`src/rtl/t1fm_pkg.sv`:
```
package t1fm_pkg;

   typedef enum logic [1:0] {
      FM_D4  = 2'd0,
      FM_ESF = 2'd1,
      FM_SLC = 2'd2,
      FM_DM  = 2'd3
   } fmode_e;

   // element 0 of each sequence sits in the MSB
   localparam logic [5:0] TERM_SEQ = 6'b101010;
   localparam logic [5:0] SIG_SEQ  = 6'b001110;
   localparam logic [5:0] FPS_SEQ  = 6'b001011;

   function automatic logic term_exp(input logic [4:0] fr);
      logic [2:0] i;
      i = 3'(((int'(fr) + 11) % 12) / 2);
      return TERM_SEQ[3'd5 - i];
   endfunction

   function automatic logic sig_exp(input logic [4:0] fr);
      logic [2:0] i;
      i = 3'(((int'(fr) + 10) % 12) / 2);
      return SIG_SEQ[3'd5 - i];
   endfunction

   function automatic logic fps_exp(input logic [4:0] fr);
      logic [2:0] i;
      if (fr < 5'd4 || fr > 5'd24) return 1'b0;
      i = 3'((int'(fr) / 4) - 1);
      return FPS_SEQ[3'd5 - i];
   endfunction

endpackage

```
`src/rtl/tfm_check.sv`:
```
module tfm_check
   import t1fm_pkg::*;
(
   input  fmode_e     mode,
   input  logic       rx_bit,
   input  logic       fbit_stb,
   input  logic [4:0] frame_num,
   input  logic       dl_pos,
   output logic       pin_err,
   output logic       cnt_err,
   output logic       dm_err
);

   logic odd_fr, fps_slot;
   logic bad_term, bad_sig, bad_fps;

   assign odd_fr   = frame_num[0];
   assign fps_slot = (frame_num[1:0] == 2'b00) && (frame_num != 5'd0);
   assign bad_term = fbit_stb &&  odd_fr && (rx_bit != term_exp(frame_num));
   assign bad_sig  = fbit_stb && !odd_fr && (rx_bit != sig_exp(frame_num));
   assign bad_fps  = fbit_stb && fps_slot && (rx_bit != fps_exp(frame_num));

   always_comb begin
      pin_err = 1'b0;
      cnt_err = 1'b0;
      dm_err  = 1'b0;
      unique case (mode)
         FM_D4: begin
            pin_err = bad_term || bad_sig;
            cnt_err = bad_term;
         end
         FM_ESF: begin
            pin_err = bad_fps;
            cnt_err = bad_fps;
         end
         FM_SLC: begin
            pin_err = bad_term || (bad_sig && !dl_pos);
            cnt_err = bad_term;
         end
         FM_DM: begin
            dm_err = bad_term || bad_sig;
         end
         default: ;
      endcase
   end

endmodule

```
`src/rtl/tfm_syncw.sv`:
```
module tfm_syncw #(
   parameter int                SYNC_W    = 8,
   parameter logic [SYNC_W-1:0] SYNC_WORD = 8'h9C
) (
   input  logic clk,
   input  logic rst_n,
   input  logic en,
   input  logic fbit_stb,
   input  logic ch24_stb,
   input  logic rx_bit,
   output logic sync_err
);

   localparam int BW = $clog2(SYNC_W);

   generate
      if (SYNC_W < 2) begin : g_bad_w
         $error("tfm_syncw: SYNC_W must be at least 2");
      end
   endgenerate

   logic [SYNC_W-1:0] sr;
   logic [BW-1:0]     bc;
   logic [SYNC_W-1:0] word_nxt;
   logic              last_bit;

   assign word_nxt = {sr[SYNC_W-2:0], rx_bit};
   assign last_bit = ch24_stb && (bc == BW'(SYNC_W - 1));
   assign sync_err = en && last_bit && (word_nxt != SYNC_WORD);

   always_ff @(posedge clk or negedge rst_n) begin
      if (!rst_n) begin
         sr <= '0;
         bc <= '0;
      end else if (!en || fbit_stb) begin
         bc <= '0;
      end else if (ch24_stb) begin
         sr <= word_nxt;
         bc <= last_bit ? '0 : bc + BW'(1);
      end
   end

endmodule

```
`src/rtl/tfm_pulse.sv`:
```
module tfm_pulse #(
   parameter int HOLD   = 2,
   parameter bit CRC_EN = 1'b1
) (
   input  logic clk,
   input  logic rst_n,
   input  logic trig,
   input  logic crc_trig,
   output logic pin
);

   localparam int HW = $clog2(HOLD + 1);

   generate
      if (HOLD < 1) begin : g_bad_hold
         $error("tfm_pulse: HOLD must be at least 1");
      end
   endgenerate

   logic [HW-1:0] hcnt;
   logic          f_on, crc_on;

   always_ff @(posedge clk or negedge rst_n) begin
      if (!rst_n)            hcnt <= '0;
      else if (trig)         hcnt <= HW'(HOLD);
      else if (hcnt != '0)   hcnt <= hcnt - HW'(1);
   end

   assign f_on = (hcnt != '0);

   generate
      if (CRC_EN) begin : g_crc
         logic crc_q;
         always_ff @(negedge clk or negedge rst_n) begin
            if (!rst_n) crc_q <= 1'b0;
            else        crc_q <= crc_trig;
         end
         assign crc_on = crc_q;

         AST_CRC_SRC: assert property (@(posedge clk) disable iff (!rst_n)
            crc_q |-> crc_trig);
      end else begin : g_no_crc
         assign crc_on = 1'b0;
      end
   endgenerate

   assign pin = f_on || crc_on;

   AST_PULSE_START: assert property (@(posedge clk) disable iff (!rst_n)
      trig |=> f_on);
   AST_PULSE_RESTART: assert property (@(posedge clk) disable iff (!rst_n)
      trig |=> (hcnt == HW'(HOLD)));

endmodule

```
`src/rtl/tfm_errcnt.sv`:
```
module tfm_errcnt #(
   parameter int CNT_W = 4
) (
   input  logic             clk,
   input  logic             rst_n,
   input  logic             inc,
   input  logic             cnt_clr,
   input  logic             sts_clr,
   output logic [CNT_W-1:0] cnt,
   output logic             sticky
);

   localparam logic [CNT_W-1:0] CMAX = {CNT_W{1'b1}};

   generate
      if (CNT_W < 2) begin : g_bad_cw
         $error("tfm_errcnt: CNT_W must be at least 2");
      end
   endgenerate

   always_ff @(posedge clk or negedge rst_n) begin
      if (!rst_n)                  cnt <= '0;
      else if (cnt_clr)            cnt <= inc ? CNT_W'(1) : '0;
      else if (inc && cnt != CMAX) cnt <= cnt + CNT_W'(1);
   end

   always_ff @(posedge clk or negedge rst_n) begin
      if (!rst_n)       sticky <= 1'b0;
      else if (inc)     sticky <= 1'b1;
      else if (sts_clr) sticky <= 1'b0;
   end

   AST_CNT_SAT: assert property (@(posedge clk) disable iff (!rst_n)
      (cnt == CMAX && !cnt_clr) |=> (cnt == CMAX));
   AST_CNT_CLR: assert property (@(posedge clk) disable iff (!rst_n)
      cnt_clr |=> (cnt <= CNT_W'(1)));
   AST_STICKY_HOLD: assert property (@(posedge clk) disable iff (!rst_n)
      (sticky && !sts_clr) |=> sticky);

endmodule

```
`src/rtl/t1_frm_mon.sv`:
```
module t1_frm_mon
   import t1fm_pkg::*;
#(
   parameter int                CNT_W     = 4,
   parameter int                SYNC_W    = 8,
   parameter logic [SYNC_W-1:0] SYNC_WORD = 8'h9C,
   parameter int                HOLD      = 2,
   parameter bit                CRC_EN    = 1'b1
) (
   input  logic             clk,
   input  logic             rst_n,
   input  logic [1:0]       mode,
   input  logic             rx_bit,
   input  logic             fbit_stb,
   input  logic [4:0]       frame_num,
   input  logic             dl_pos,
   input  logic             ch24_stb,
   input  logic             crc_err_stb,
   input  logic             cnt_clr,
   input  logic             sts_clr,
   output logic             err_pin,
   output logic             err_sticky,
   output logic [CNT_W-1:0] err_cnt
);

   fmode_e fm;
   logic   pin_err, cnt_err, dm_err, sync_err;
   logic   is_dm, dm_pend, dm_fire;
   logic   trig, inc, crc_trig;

   assign fm    = fmode_e'(mode);
   assign is_dm = (fm == FM_DM);

   tfm_check u_check (
      .mode      (fm),
      .rx_bit    (rx_bit),
      .fbit_stb  (fbit_stb),
      .frame_num (frame_num),
      .dl_pos    (dl_pos),
      .pin_err   (pin_err),
      .cnt_err   (cnt_err),
      .dm_err    (dm_err)
   );

   tfm_syncw #(.SYNC_W(SYNC_W), .SYNC_WORD(SYNC_WORD)) u_syncw (
      .clk      (clk),
      .rst_n    (rst_n),
      .en       (is_dm),
      .fbit_stb (fbit_stb),
      .ch24_stb (ch24_stb),
      .rx_bit   (rx_bit),
      .sync_err (sync_err)
   );

   // one-frame deferral of T1DM errors
   always_ff @(posedge clk or negedge rst_n) begin
      if (!rst_n)        dm_pend <= 1'b0;
      else if (!is_dm)   dm_pend <= 1'b0;
      else if (fbit_stb) dm_pend <= dm_err;
      else if (sync_err) dm_pend <= 1'b1;
   end

   assign dm_fire  = is_dm && fbit_stb && dm_pend;
   assign trig     = pin_err || dm_fire;
   assign inc      = cnt_err || dm_fire;
   assign crc_trig = (fm == FM_ESF) && crc_err_stb;

   tfm_pulse #(.HOLD(HOLD), .CRC_EN(CRC_EN)) u_pulse (
      .clk      (clk),
      .rst_n    (rst_n),
      .trig     (trig),
      .crc_trig (crc_trig),
      .pin      (err_pin)
   );

   tfm_errcnt #(.CNT_W(CNT_W)) u_errcnt (
      .clk     (clk),
      .rst_n   (rst_n),
      .inc     (inc),
      .cnt_clr (cnt_clr),
      .sts_clr (sts_clr),
      .cnt     (err_cnt),
      .sticky  (err_sticky)
   );

   AST_DL_IGNORED: assert property (@(posedge clk) disable iff (!rst_n)
      (fm == FM_SLC && fbit_stb && !frame_num[0] && dl_pos && !cnt_clr)
      |=> $stable(err_cnt));
   AST_ESF_SKIP: assert property (@(posedge clk) disable iff (!rst_n)
      (fm == FM_ESF && fbit_stb && frame_num[1:0] != 2'b00 && !cnt_clr)
      |=> $stable(err_cnt));
   AST_DM_DEFER: assert property (@(posedge clk) disable iff (!rst_n)
      (is_dm && fbit_stb && !dm_pend && !cnt_clr) |=> $stable(err_cnt));

endmodule

```
`config.mk`:
```
export PLATFORM = sky130hd
export DESIGN_NAME = t1_frm_mon
export DESIGN_NICKNAME = d
export VERILOG_FILES = /design/src/rtl/t1fm_pkg.sv /design/src/rtl/tfm_check.sv /design/src/rtl/tfm_syncw.sv /design/src/rtl/tfm_pulse.sv /design/src/rtl/tfm_errcnt.sv /design/src/rtl/t1_frm_mon.sv
export SDC_FILE = /design/constraint.sdc
export NUM_CORES = 1
export LEC_CHECK = 0
export BUFFER_PORTS_ARGS = -buffer_cell sky130_fd_sc_hd__buf_4
export CORE_UTILIZATION = 44
export DETAILED_ROUTE_END_ITERATION = 6
export HOLD_SLACK_MARGIN = 0.03
export PLACE_DENSITY = 0.67
export SYNTH_ARGS = -nofsm -noshare
export SYNTH_HDL_FRONTEND = slang
export SYNTH_SLANG_ARGS = --single-unit
```
`constraint.sdc`:
```
create_clock -name clk -period 3.1 [get_ports clk]
set_input_delay 0.62 -clock clk [delete_from_list [all_inputs] [get_ports clk]]
set_output_delay 0.62 -clock clk [all_outputs]
set_load 0.005 [all_outputs]
```
After elaboration in Yosys (flattened, before gate mapping)
Memory sizes are Yosys's and may differ from the RTL's.
Cells that the tools add are included.
{"block": "word_totals", "rom_bits": 24, "reg_bits": 19, "word_cells": 97, "n_memories": 3}
{"name": "(no name shown)", "depth": 8, "width": 1, "rd": 1, "rd_clocked_by_memory_dff": 0, "wr": 0, "line_no": "t1fm_pkg.sv:18", "rtl": "return TERM_SEQ[3'd5 - i];"}
{"name": "(no name shown)", "depth": 8, "width": 1, "rd": 1, "rd_clocked_by_memory_dff": 0, "wr": 0, "line_no": "t1fm_pkg.sv:24", "rtl": "return SIG_SEQ[3'd5 - i];"}
{"name": "(no name shown)", "depth": 8, "width": 1, "rd": 1, "rd_clocked_by_memory_dff": 0, "wr": 0, "line_no": "t1fm_pkg.sv:31", "rtl": "return FPS_SEQ[3'd5 - i];"}
{"block": "classes", "n_mux": 21, "magnitude_cmp": 5, "reduce_logical": 35, "div": 2, "n_eq_ne": 10, "n_bitwise": 3, "addsub": 11}
{"operator": "32-bit by 5-bit remainder unit with 32-bit output, second input constant", "count": 2}
{"operator": "1-bit logical AND", "count": 15}
{"operator": "5-bit by 4-bit adder with 6-bit output, second input constant", "count": 2}
{"operator": "3-bit by 4-bit < comparator with 1-bit output, second input constant", "count": 3}
{"operator": "1-bit 2-to-1 mux", "count": 12}
{"operator": "2-bit nonzero test", "count": 5}
{"operator": "3-bit 2-to-1 mux", "count": 3}
{"operator": "3-bit subtractor, first input constant", "count": 3}
{"operator": "4-bit 2-to-1 mux", "count": 2}
{"operator": "8-bit != test, second input constant", "count": 1}
{"operator": "1-bit logical OR", "count": 7}
{"operator": "3-bit by 1-bit adder with 3-bit output", "count": 2}
{"operator": "5-bit > comparator, second input constant", "count": 1}
{"operator": "5-bit by 3-bit < comparator with 1-bit output, second input constant", "count": 1}
{"operator": "5-bit nonzero test", "count": 1}
{"operator": "4-bit by 1-bit adder with 4-bit output, second input constant", "count": 1}
{"operator": "2-bit equality test, second input constant", "count": 2}
{"operator": "2-bit logical NOT", "count": 2}
{"operator": "2-bit 2-to-1 mux", "count": 2}
{"operator": "4-bit != test, second input constant", "count": 1}
{"operator": "3-bit by 1-bit adder with 3-bit output, second input constant", "count": 1}
{"operator": "3-bit equality test, second input constant", "count": 1}
{"operator": "1-bit logical NOT", "count": 3}
{"operator": "1-bit != test", "count": 3}
{"operator": "10 further kinds", "count": 11}

Logic depth before layout (Yosys ltp)
{"block": "depth", "ltp_word": 14, "mapped_depth": 20, "ltp_nobuf": 19}

Hierarchy
Synthesis repeated with hierarchy kept, for this count alone.
{"block": "unflattened", "hier_cells": 142, "area_unflattened_um2": 1400.1}
{"mod": "tfm_syncw", "cells_each": 34, "area_per_inst_um2": 501.7, "n_inst": 1}
{"mod": "tfm_check", "cells_each": 63, "area_per_inst_um2": 439.2, "n_inst": 1}
{"mod": "tfm_errcnt", "cells_each": 25, "area_per_inst_um2": 255.2, "n_inst": 1}
{"mod": "tfm_pulse", "cells_each": 11, "area_per_inst_um2": 127.6, "n_inst": 1}
{"mod": "t1_frm_mon", "cells_each": 9, "area_per_inst_um2": 76.3, "n_inst": 1}

==> out/qor_table.md <==
| Quantity | Value |
| --- | --- |
| Leak pwr | 0.874 nW |
| Number of inserted filler cells in the final layout | 256 |
| Clock period minus final worst setup slack | 3650 ps |
| Failing checks | DRC, setup timing |
| Cell count after placement | 210 |
| MaxCap Viol Count | 0 |
| Worst setup path endpoint | u_pulse.hcnt[1]$_DFFE_PN0P_ |
| Vias in the first global route | 1,188 |
| Number of optimization iterations in the first detailed-route pass | 6 |
| RSZ-0062 raised after global routing | true |
| Max stage delay on crit path | 320 ps |
| Clk slew on worst S/H paths | 110 ps |
| Area taken by multi-input logic gates | 908 µm² |
| Count of H-tree levels built during CTS | 1 |
| Number of nets in the final layout | 213 |
| Number of placement rows | 19 |
| Final routed wirelength across all metal layers | 3.04 mm |
| Synth-to-Final Area Change | 33.0% |
| Sum of overflow across all layers after global routing | 0 |
| Average wire per cell in the routed design | 14.1 µm |
| Starting Density | 47.8% |
| Sequential share of the synthesized area | 34.9% |
| Horizontal extent of the die | 57.7 µm |
| GPL Wtd Cong | 0.838 |
| Relative slew slack | 65.3% |
| Largest family of logic cells by synthesized area | simple AND/OR/NAND/NOR gates |
| Share of synthesized flip-flops with an asynchronous set or reset | 100% |
| Pin count of the biggest net entering global routing | 20 |
| F_max | 274 MHz |
| Synthesized-area fraction occupied by xor and xnor cells | 3.85% |
| Clock buffers created by TritonCTS | 3 |
| Total of flip-flops plus latches after synthesis | 19 |
| Final antenna-violating net count | 0 |
| Number of antenna violations at the first check in global routing | 0 |
| Area used by sequential logic in the layout | 475 µm² |
| Fraction of layout instances using a drive strength above 1 | 35.1% |
| Dpl hpwl | 2.35 mm |
| Crit path max fanout | 3 |
| Detailed-route via count | 1,182 |
| Pwr Total | 0.742 mW |
| Gate count of the mapped netlist | 145 |
| Power density over the cells | 409 nW/µm² |
| Length in cells of the worst reg-to-reg path | 5 |
| Clock network latency to the later pin of the worst-skew pair | 310 ps |
| Setup ws final | -548 ps |
| Number of diodes | 0 |
| Mean instance size in the synthesized netlist | 9.41 µm² |
| Max-slew violations | 0 |
| Worst-case clock skew | 3.43 ps |
| Actual slew at the worst max-slew pin | 519 ps |
| Final setup violation count | 3 |
| Combined area of all synthesized cells | 1360 µm² |
| Clock root buffer | clkbuf_4 |
| Endpoint arrival time on the critical path | 3840 ps |
| Number of buffers added on ports | 21 |
| Endpoints failing hold | 0 |
| Global-route wire length before repair | 5.31 mm |
| Kind of critical path | input pin to flip-flop |
| Number of DRC violations after detailed-routing iteration 0 | 65 |
| Core area | 2850 µm² |
| R2R Setup Slk | 1630 ps |
| Endpoint of the worst-slack reg-to-reg timing path | dm_pend$_DFFE_PN0P_ |
| Final Hold Slack | 161 ps |
| Number of ports placed on the die boundary | 22 |
| Fin cells | 216 |
| Number of library cell types mapped by synthesis | 50 |
| Synthesized Nets | 172 |
| Cell with the largest stage delay on the worst path | or3_1 |
| Crit path cell chain | buf_8 > and2_4 > nor3_4 > nor2_1 > ha_1 > clkinv_2 > a21boi_2 > nor2_1 > o22ai_2 > ha_2 > nand2_2 > a2111oi_4 > ha_2 > inv_2 > ha_4 > nor2b_4 > and4b_1 > a211o_1 > mux2i_1 > or3_1 |
| Post-route clock period utilization | 118% |
| Syn. warnings | 0 |
| Type of element capturing the critical path | flip-flop |
| Launching point of the worst reg2reg path | u_syncw.sr[4]$_DFFE_PN0P_ |
| TritonCTS clock tree | done |
| Global-route usage over all layers | 20.9% |
| Area enclosed by the die boundary | 3330 µm² |
| Max VDD drop | 0.000312 V |
| CP startpoint kind | input pin |
| EDFF count, synth | 0 |
| Vias/cell | 5.47 |
| Outcome | complete, but fails checks |
| Longest Clk Path Bufs | 2 |
| Die extent in y | 57.7 µm |
| Synth Area in Adders | 10.1% |
| Post-Synth Simple-Gate Area | 23.9% |
| Most used flip-flop cell after synthesis | dfrtp_1 |
| Clk sink count | 19 |
| Min-delay worst type | input pin to asynchronous set/reset pin |
| Hold buffer count at cts | 0 |
| Complex-gate fraction of the synthesized area | 14.1% |
| Post-synthesis mux area share | 7.98% |
| DRC violation count after routing | 1 |
| Required arrival time at the worst endpoint | 3290 ps |
| Critical Path Source | frame_num[1] |
worst min-delay path by stage:
stage                                     start                           to  slack, ps  depth (start not counted)
global placement    u_errcnt.sticky$_DFFE_PN0P_  u_errcnt.sticky$_DFFE_PN0P_        470                          1
detailed placement                        rst_n    u_syncw.sr[2]$_DFFE_PN0P_        500                          1
finish                                    rst_n    u_syncw.sr[2]$_DFFE_PN0P_        160                          1
global route                              rst_n    u_syncw.sr[2]$_DFFE_PN0P_        150                          1
floorplan                                 rst_n          dm_pend$_DFFE_PN0P_        320                          0
CTS                                       rst_n    u_syncw.sr[2]$_DFFE_PN0P_        160                          1
report_power, final:
group	total, mW	switching, mW	leakage (nW)	internal (mW)
Sequential	0.318	0.0275	0.252	0.291
Combinational	0.292	0.133	0.608	0.159
Clock	0.131	0.0821	0.0139	0.0492
Total	0.742	0.243	0.874	0.499
layout by cell type (no fill, tap or decap), types with 3 or more instances in the layout:
cell      count
nand2_1       7
mux2_1        7
ha_1          7
mux2i_1       3
xor2_1        4
clkbuf_4      3
nand3b_1      3
dfrtp_1      18
buf_4        38
nand3_1       6
nand2b_1      3
o21ai_0       3
inv_1         8
a21oi_1       7
nor3_1        4
nor2_1       10
metal layers:
layer	part of all wire (%)	vias to the layer above	global-route usage, %
met5	0	-	0
met2	53	16	37.9
met1	44	561	25.5
met3	3.0	2	4.24
met4	0.69	0	5.10
li1	-	603	-
layout make-up:
class | count | share of cell area (%)
multi-input combinational | 111 | 50.1
sequential | 19 | 26.2
timing repair buffer | 41 | 17.8
inverter | 10 | 2.14
tap | 31 | 2.14
clock buffer | 3 | 1.24
clock inverter | 1 | 0.414
cell families (layout without fill, tap and decap cells):
group           after synthesis  after routing
compound gates               28             28
xor+xnor                      6              6
fa+ha+maj                    11             11
buf+inv                      15             55
flops                        19             19
mux                          10             10
simple gates                 56             56
sequential cells by signal, summed over array words and instances (netlist names):
signal	cells
dm_pend	1
u_errcnt.cnt	4
u_errcnt.sticky	1
u_pulse.crc_on	1
u_pulse.hcnt	2
u_syncw.bc	3
u_syncw.sr	7
critical path: cells and delay by family:
kind                       cells  cell delay, ps
AOI/OAI and AO/OA              4             800
adders and majority gates      4             960
buffers and inverters          3             190
muxes                          1             150
and+or+nand+nor                8            1110
what timing repair did:
item | CTS | global route
resized for setup | 11 | 0
pin swaps | 1 | 2
endpoints found under the setup margin | 3 | 4
gates cloned | 0 | 0
buffers inserted | 2 | 0
synthesized netlist by cell type (3+ instances only):
| cell type | number | area share, % |
|---|---|---|
| nand2b_1 | 3 | 1.4 |
| o21ai_0 | 3 | 1.1 |
| xor2_1 | 4 | 2.6 |
| nand3b_1 | 3 | 1.7 |
| dfrtp_1 | 18 | 33 |
| a21oi_1 | 7 | 2.6 |
| mux2i_1 | 3 | 2.2 |
| nor3_1 | 5 | 1.8 |
| ha_1 | 11 | 10 |
| nor2_1 | 10 | 2.8 |
| mux2_1 | 7 | 5.8 |
| inv_1 | 9 | 2.5 |
| nor2b_1 | 3 | 1.4 |
| nand3_1 | 6 | 2.2 |
| nand2_1 | 8 | 2.2 |
stage by stage:
step | area (µm²) | TNS, ps | setup slack [ps] | utilization, %
after CTS | 1810 | -1320 | -529 | 63.6
final | 1810 | -1340 | -548 | 63.6
after detailed placement | 1710 | -2860 | -1020 | 59.9
after global routing | 1810 | -1930 | -749 | 63.6
after global placement | 1710 | -2260 | -817 | 59.9
after floorplan | 1410 | -1940 | -761 | -
No activity file was read; power rests on OpenSTA's default activity.
